`src/rtl/twin_move_pkg.sv`:
```
package twin_move_pkg;
  typedef enum logic {
    ST_IDLE = 1'b0,
    ST_RUN  = 1'b1
  } walk_state_e;
endpackage

```
`src/rtl/twin_move_regs.sv`:
```
module twin_move_regs #(
  parameter int W     = 16,
  parameter int VLMAX = 8,
  localparam int IDXW = (VLMAX > 1) ? $clog2(VLMAX) : 1
) (
  input  logic               clk,
  input  logic               ld_en,
  input  logic               ld_dst,
  input  logic [IDXW-1:0]    ld_idx,
  input  logic [W-1:0]       ld_data,
  input  logic               eng_we,
  input  logic [IDXW-1:0]    eng_widx,
  input  logic [IDXW-1:0]    eng_ridx,
  output logic [W-1:0]       eng_rdata,
  input  logic               rd_dst,
  input  logic [IDXW-1:0]    rd_idx,
  output logic [W-1:0]       rd_data,
  output logic [VLMAX*W-1:0] src_flat
);
  logic [W-1:0] src_mem [VLMAX];
  logic [W-1:0] dst_mem [VLMAX];

  for (genvar g = 0; g < VLMAX; g++) begin : g_row
    logic src_en, dst_eng_en, dst_ld_en;
    assign src_en     = ld_en && !ld_dst && (ld_idx == IDXW'(g));
    assign dst_eng_en = eng_we && (eng_widx == IDXW'(g));
    assign dst_ld_en  = ld_en && ld_dst && (ld_idx == IDXW'(g));

    always_ff @(posedge clk) begin
      if (src_en) src_mem[g] <= ld_data;
    end

    always_ff @(posedge clk) begin
      if (dst_eng_en)     dst_mem[g] <= eng_rdata;
      else if (dst_ld_en) dst_mem[g] <= ld_data;
    end

    assign src_flat[g*W +: W] = src_mem[g];
  end

  assign eng_rdata = src_mem[eng_ridx];
  assign rd_data   = rd_dst ? dst_mem[rd_idx] : src_mem[rd_idx];
endmodule

```
`src/rtl/twin_move_walk.sv`:
```
module twin_move_walk
  import twin_move_pkg::*;
#(
  parameter int VLMAX = 8,
  localparam int IDXW = (VLMAX > 1) ? $clog2(VLMAX) : 1,
  localparam int VLW  = $clog2(VLMAX + 1) + 1
) (
  input  logic             clk,
  input  logic             rst_n,
  input  logic             start,
  input  logic [VLW-1:0]   vl,
  input  logic [VLMAX-1:0] src_mask,
  input  logic [VLMAX-1:0] dst_mask,
  input  logic             src_scalar,
  input  logic             dst_scalar,
  output logic             busy,
  output logic             done,
  output logic             we,
  output logic [IDXW-1:0]  widx,
  output logic [IDXW-1:0]  ridx,
  output logic             dst_scalar_q
);
  walk_state_e      state_q, state_d;
  logic [VLW-1:0]   si_q, si_d, di_q, di_d, vl_q, vl_eff;
  logic [VLMAX-1:0] sm_q, dm_q;
  logic             ss_q, ds_q, done_q, done_d;
  logic             accept, fin, sok, dok, move, idx_en;

  assign vl_eff = (vl > VLW'(VLMAX)) ? VLW'(VLMAX) : vl;
  assign accept = (state_q == ST_IDLE) && start;
  assign fin    = (si_q >= vl_q) || (di_q >= vl_q);
  assign sok    = ss_q || sm_q[si_q[IDXW-1:0]];
  assign dok    = ds_q || dm_q[di_q[IDXW-1:0]];
  assign move   = (state_q == ST_RUN) && !fin && sok && dok;

  always_comb begin
    state_d = state_q;
    si_d    = si_q;
    di_d    = di_q;
    done_d  = 1'b0;
    unique case (state_q)
      ST_IDLE: begin
        if (start) begin
          si_d = '0;
          di_d = '0;
          if (vl_eff == '0) done_d  = 1'b1;
          else              state_d = ST_RUN;
        end
      end
      ST_RUN: begin
        if (fin) begin
          state_d = ST_IDLE;
          done_d  = 1'b1;
        end else if (move) begin
          if (ds_q) begin
            state_d = ST_IDLE;
            done_d  = 1'b1;
          end else begin
            di_d = di_q + 1'b1;
            if (!ss_q) si_d = si_q + 1'b1;
          end
        end else begin
          if (!sok) si_d = si_q + 1'b1;
          if (!dok) di_d = di_q + 1'b1;
        end
      end
      default: state_d = ST_IDLE;
    endcase
  end

  assign idx_en = accept || (state_q == ST_RUN);

  always_ff @(posedge clk or negedge rst_n) begin
    if (!rst_n) begin
      state_q <= ST_IDLE;
      done_q  <= 1'b0;
      si_q    <= '0;
      di_q    <= '0;
    end else begin
      state_q <= state_d;
      done_q  <= done_d;
      if (idx_en) begin
        si_q <= si_d;
        di_q <= di_d;
      end
    end
  end

  always_ff @(posedge clk or negedge rst_n) begin
    if (!rst_n) begin
      vl_q <= '0;
      sm_q <= '0;
      dm_q <= '0;
      ss_q <= 1'b0;
      ds_q <= 1'b0;
    end else if (accept) begin
      vl_q <= vl_eff;
      sm_q <= src_mask;
      dm_q <= dst_mask;
      ss_q <= src_scalar;
      ds_q <= dst_scalar;
    end
  end

  assign busy         = (state_q == ST_RUN);
  assign done         = done_q;
  assign we           = move;
  assign widx         = di_q[IDXW-1:0];
  assign ridx         = si_q[IDXW-1:0];
  assign dst_scalar_q = ds_q;
endmodule

```
`src/rtl/twin_move.sv`:
```
module twin_move #(
  parameter int W     = 16,
  parameter int VLMAX = 8,
  localparam int IDXW = (VLMAX > 1) ? $clog2(VLMAX) : 1,
  localparam int VLW  = $clog2(VLMAX + 1) + 1
) (
  input  logic             clk,
  input  logic             rst_n,
  input  logic             start,
  input  logic [VLW-1:0]   vl,
  input  logic [VLMAX-1:0] src_mask,
  input  logic [VLMAX-1:0] dst_mask,
  input  logic             src_scalar,
  input  logic             dst_scalar,
  input  logic             ld_en,
  input  logic             ld_dst,
  input  logic [IDXW-1:0]  ld_idx,
  input  logic [W-1:0]     ld_data,
  input  logic             rd_dst,
  input  logic [IDXW-1:0]  rd_idx,
  output logic [W-1:0]     rd_data,
  output logic             busy,
  output logic             done
);
  logic               eng_we, ds_lat, ld_gated;
  logic [IDXW-1:0]    eng_widx, eng_ridx;
  logic [W-1:0]       eng_rdata;
  logic [VLMAX*W-1:0] src_flat;

  assign ld_gated = ld_en && !busy;

  twin_move_walk #(.VLMAX(VLMAX)) u_walk (
    .clk          (clk),
    .rst_n        (rst_n),
    .start        (start),
    .vl           (vl),
    .src_mask     (src_mask),
    .dst_mask     (dst_mask),
    .src_scalar   (src_scalar),
    .dst_scalar   (dst_scalar),
    .busy         (busy),
    .done         (done),
    .we           (eng_we),
    .widx         (eng_widx),
    .ridx         (eng_ridx),
    .dst_scalar_q (ds_lat)
  );

  twin_move_regs #(.W(W), .VLMAX(VLMAX)) u_regs (
    .clk       (clk),
    .ld_en     (ld_gated),
    .ld_dst    (ld_dst),
    .ld_idx    (ld_idx),
    .ld_data   (ld_data),
    .eng_we    (eng_we),
    .eng_widx  (eng_widx),
    .eng_ridx  (eng_ridx),
    .eng_rdata (eng_rdata),
    .rd_dst    (rd_dst),
    .rd_idx    (rd_idx),
    .rd_data   (rd_data),
    .src_flat  (src_flat)
  );
endmodule

```
`config.mk`:
```
export PLATFORM = sky130hd
export DESIGN_NAME = twin_move
export DESIGN_NICKNAME = d
export VERILOG_FILES = /design/src/rtl/twin_move_pkg.sv /design/src/rtl/twin_move_regs.sv /design/src/rtl/twin_move_walk.sv /design/src/rtl/twin_move.sv
export SDC_FILE = /design/constraint.sdc
export NUM_CORES = 1
export LEC_CHECK = 0
export BUFFER_PORTS_ARGS = -buffer_cell sky130_fd_sc_hd__buf_2
export CAP_MARGIN = 20
export CORE_MARGIN = 2
export CORE_UTILIZATION = 46
export CTS_BUF_LIST = sky130_fd_sc_hd__clkbuf_16
export DETAILED_ROUTE_END_ITERATION = 8
export GPL_ROUTABILITY_DRIVEN = 1
export PLACE_DENSITY = 0.64
export SLEW_MARGIN = 20
export SYNTH_ARGS = -nofsm -noshare
export SYNTH_HDL_FRONTEND = slang
export SYNTH_SLANG_ARGS = --single-unit
```
`constraint.sdc`:
```
create_clock -name clk -period 2.9 [get_ports clk]
set_clock_uncertainty 0.05 [all_clocks]
set_input_delay 0.29 -clock clk [delete_from_list [all_inputs] [get_ports clk]]
set_output_delay 0.29 -clock clk [all_outputs]
set_load 0.05 [all_outputs]
```
==> summary.txt <==
grt met1 use -> 28.7%
leakage power -> 5.85 nW
Startpoint Class -> flip-flop
HP Start -> ld_data[2]
grt met2 use -> 36.6%
DR WL/cell -> 25.0 um
post-synth top area share -> 54.3%
Final nets -> 992
M3 GR Usage -> 2.39%
CP max-delay cell -> dfrtp_2
Most Used Layer, Global Route -> met2
CP endpoint kind -> flip-flop
Worst-Margin Slew -> 0.785 ns
sequential fraction of the synthesis area -> 60.4%
DRC Markers -> 0
CTS tree -> yes
syn_nets -> 863
Setup-failing EPs final -> 0
Worst EP required -> 3.11 ns
HP Class -> in2reg
Initial Util -> 46.6%
Slew Limit Fails -> 0
worst path bufs/invs -> 3
largest net degree at the start of global routing -> 65
CTS H-Tree Depth -> 1
Buffers on Ports -> 68
VDD IR max -> 558 uV
r2r startpoint -> u_walk.di_q[0]
setup ws final -> 0.290 ns
endpoints failing hold -> 0
Power, Total -> 13.3 mW
number of I/O pins -> 69
row count -> 64
cell family with most CP delay -> simple AND/OR/NAND/NOR gates
vias in the first global route -> 8321
router iterations before antenna repair -> 4
fin crit period -> 2.61 ns
top cells by count, synth -> edfxtp_1, mux2_2, mux4_2, nand2_1, dfrtp_1
Pwr Density -> 801 nW/um2
total track usage -> 21.0%
period utilization -> 90.0%
Cells after Synth -> 795
Rel. slew slack -> 47.7%
DRT iter0 DRCs -> 610
count leader, synth -> edfxtp_1
Avg Synthesized Cell Area -> 17.8 um2
Worst-path clk slew -> 0.06 ns
EDFF count, synth -> 256
RSZ-0062 raised after global routing -> false
Slowest Stage Delay on Critical Path -> 0.45 ns
GRT overflow -> 0
post-synth cell types -> 49
vias -> 7803
Async SR Flop Fraction -> 12.0%
synth top area cells -> edfxtp_1, mux4_2, mux2_2
Placer Congestion -> 0.785
first-pass GRT wire length -> 51400 um
share of cells above drive strength 1 -> 46.9%
placed cell area -> 15400 um2
status -> complete, no violations
final non-filler cell area -> 16600 um2
CTS buffer count -> 31
Syn-to-layout area delta -> 17.4%
crit path DAT -> 2.82 ns
Crit Path Class -> reg2reg
Die Wd -> 180 um
number of diodes -> 0
Die Y -> 180 um
clk root buf -> clkbuf_16
Via-to-Cell Ratio -> 5.80
Max Cap Viol -> 0
Core Region -> 30400 um2
Core Util, Final -> 54.7%
initial antenna violation count -> 0
Peak Freq -> 0.383 GHz
Critical path origin -> u_walk.di_q[0]
synthesized area -> 14200 um2
CP Max Fanout -> 16
DP HPWL -> 21400 um
leading area contributor after synthesis -> edfxtp_1
synth warn -> 0
Routed WL -> 33700 um
Post-Route Setup TNS -> 0 ns
die area -> 32200 um2
Top FF cell, synth -> edfxtp_1
CP cell instances -> inv_1, ha_1, nand2b_1, a31oi_1, o22ai_1, nor4_2, buf_4, nand3_1, nand2_1, buf_12
Clk Latency, worst-skew pair -> 0.56 ns
Placement Setup Slack -> 0.235 ns
DRT antenna net count -> 0
Bufs on Longest Clock Path -> 3
CTS Sinks -> 291
flops & latches, synth -> 291
[layout by cell type, fill, tap and decap left out, drive strengths merged, types with 7 or more instances in the layout]
cell type	instances
mux4	114
nor2	16
nand3	9
dfrtp	35
clkbuf	31
inv	20
nand2	74
buf	118
mux2	146
edfxtp	256
mux2i	7
clkinv	12
ha	17
dlygate4sd3	25
[area by class of cell]
class | count | area [um2]
tap | 396 | 495
timing repair buffer | 143 | 1120
sequential | 291 | 8570
inverter | 10 | 37.5
fill | 2388 | 13800
multi-input combinational | 447 | 5420
clock inverter | 27 | 223
clock buffer | 31 | 776
[path summary, 6_finish.rpt]
kind,slack [ns],end,cells after the start
max,0.29,u_regs.dst_mem[1][2],10
min,0.07,u_regs.src_mem[0][2],1
max reg2reg,0.29,u_regs.dst_mem[1][2],10
min reg2reg,0.43,u_walk.dm_q[7],2
max in group asynchronous,1.95,u_walk.si_q[0],2
min in group asynchronous,0.30,u_walk.si_q[3],2
[registers in the layout, summed over array words and instances (netlist names)]
signal	flops
u_regs.src_mem	128
u_regs.dst_mem	128
u_walk.vl_q	5
u_walk.si_q	5
u_walk.dst_scalar_q	1
u_walk.ss_q	1
u_walk.di_q	5
u_walk.busy	1
u_walk.done	1
u_walk.sm_q	8
u_walk.dm_q	8
[power breakdown]
group	total [mW]	internal, mW	switching (mW)
clock	3.88	2.28	1.60
sequential	5.47	5.29	0.187
combinational	3.98	1.94	2.03
total	13.3	9.51	3.82
[layer usage]
layer  part of all wire, %  up-vias
li1                      -     3518
met1                    44     4073
met2                    51      168
met3                   3.7       44
met4                   1.8        0
met5                     0        -
[per-stage QoR]
stage / hold slack [ns] / std cells
6_report: 0.0664 / 1345
5_1_grt: 0.0501 / 1345
4_1_cts: 0.0411 / 1345
3_5_place_dp: 0.366 / 1262
3_3_place_gp: 0.367 / 1262
2_1_floorplan: -0.0556 / 795
[kinds of logic after synthesis]
logic type / count (synthesis) / share of synthesized area [%]
compound gates: 33 / 1.93
fa+ha+maj: 17 / 1.50
buf+inv: 57 / 1.66
flops: 291 / 60.4
mux: 267 / 30.3
simple gates: 130 / 4.18
[repair_timing]
| action | CTS | global route |
|---|---|---|
| resized for setup | 0 | 1 |
| endpoints found under the hold margin | 58 | 0 |
| hold buffers | 25 | 0 |
| setup buffers | 0 | 0 |
| endpoints found under the setup margin | 0 | 6 |
Note: power is estimated with default switching activity, not from simulation.
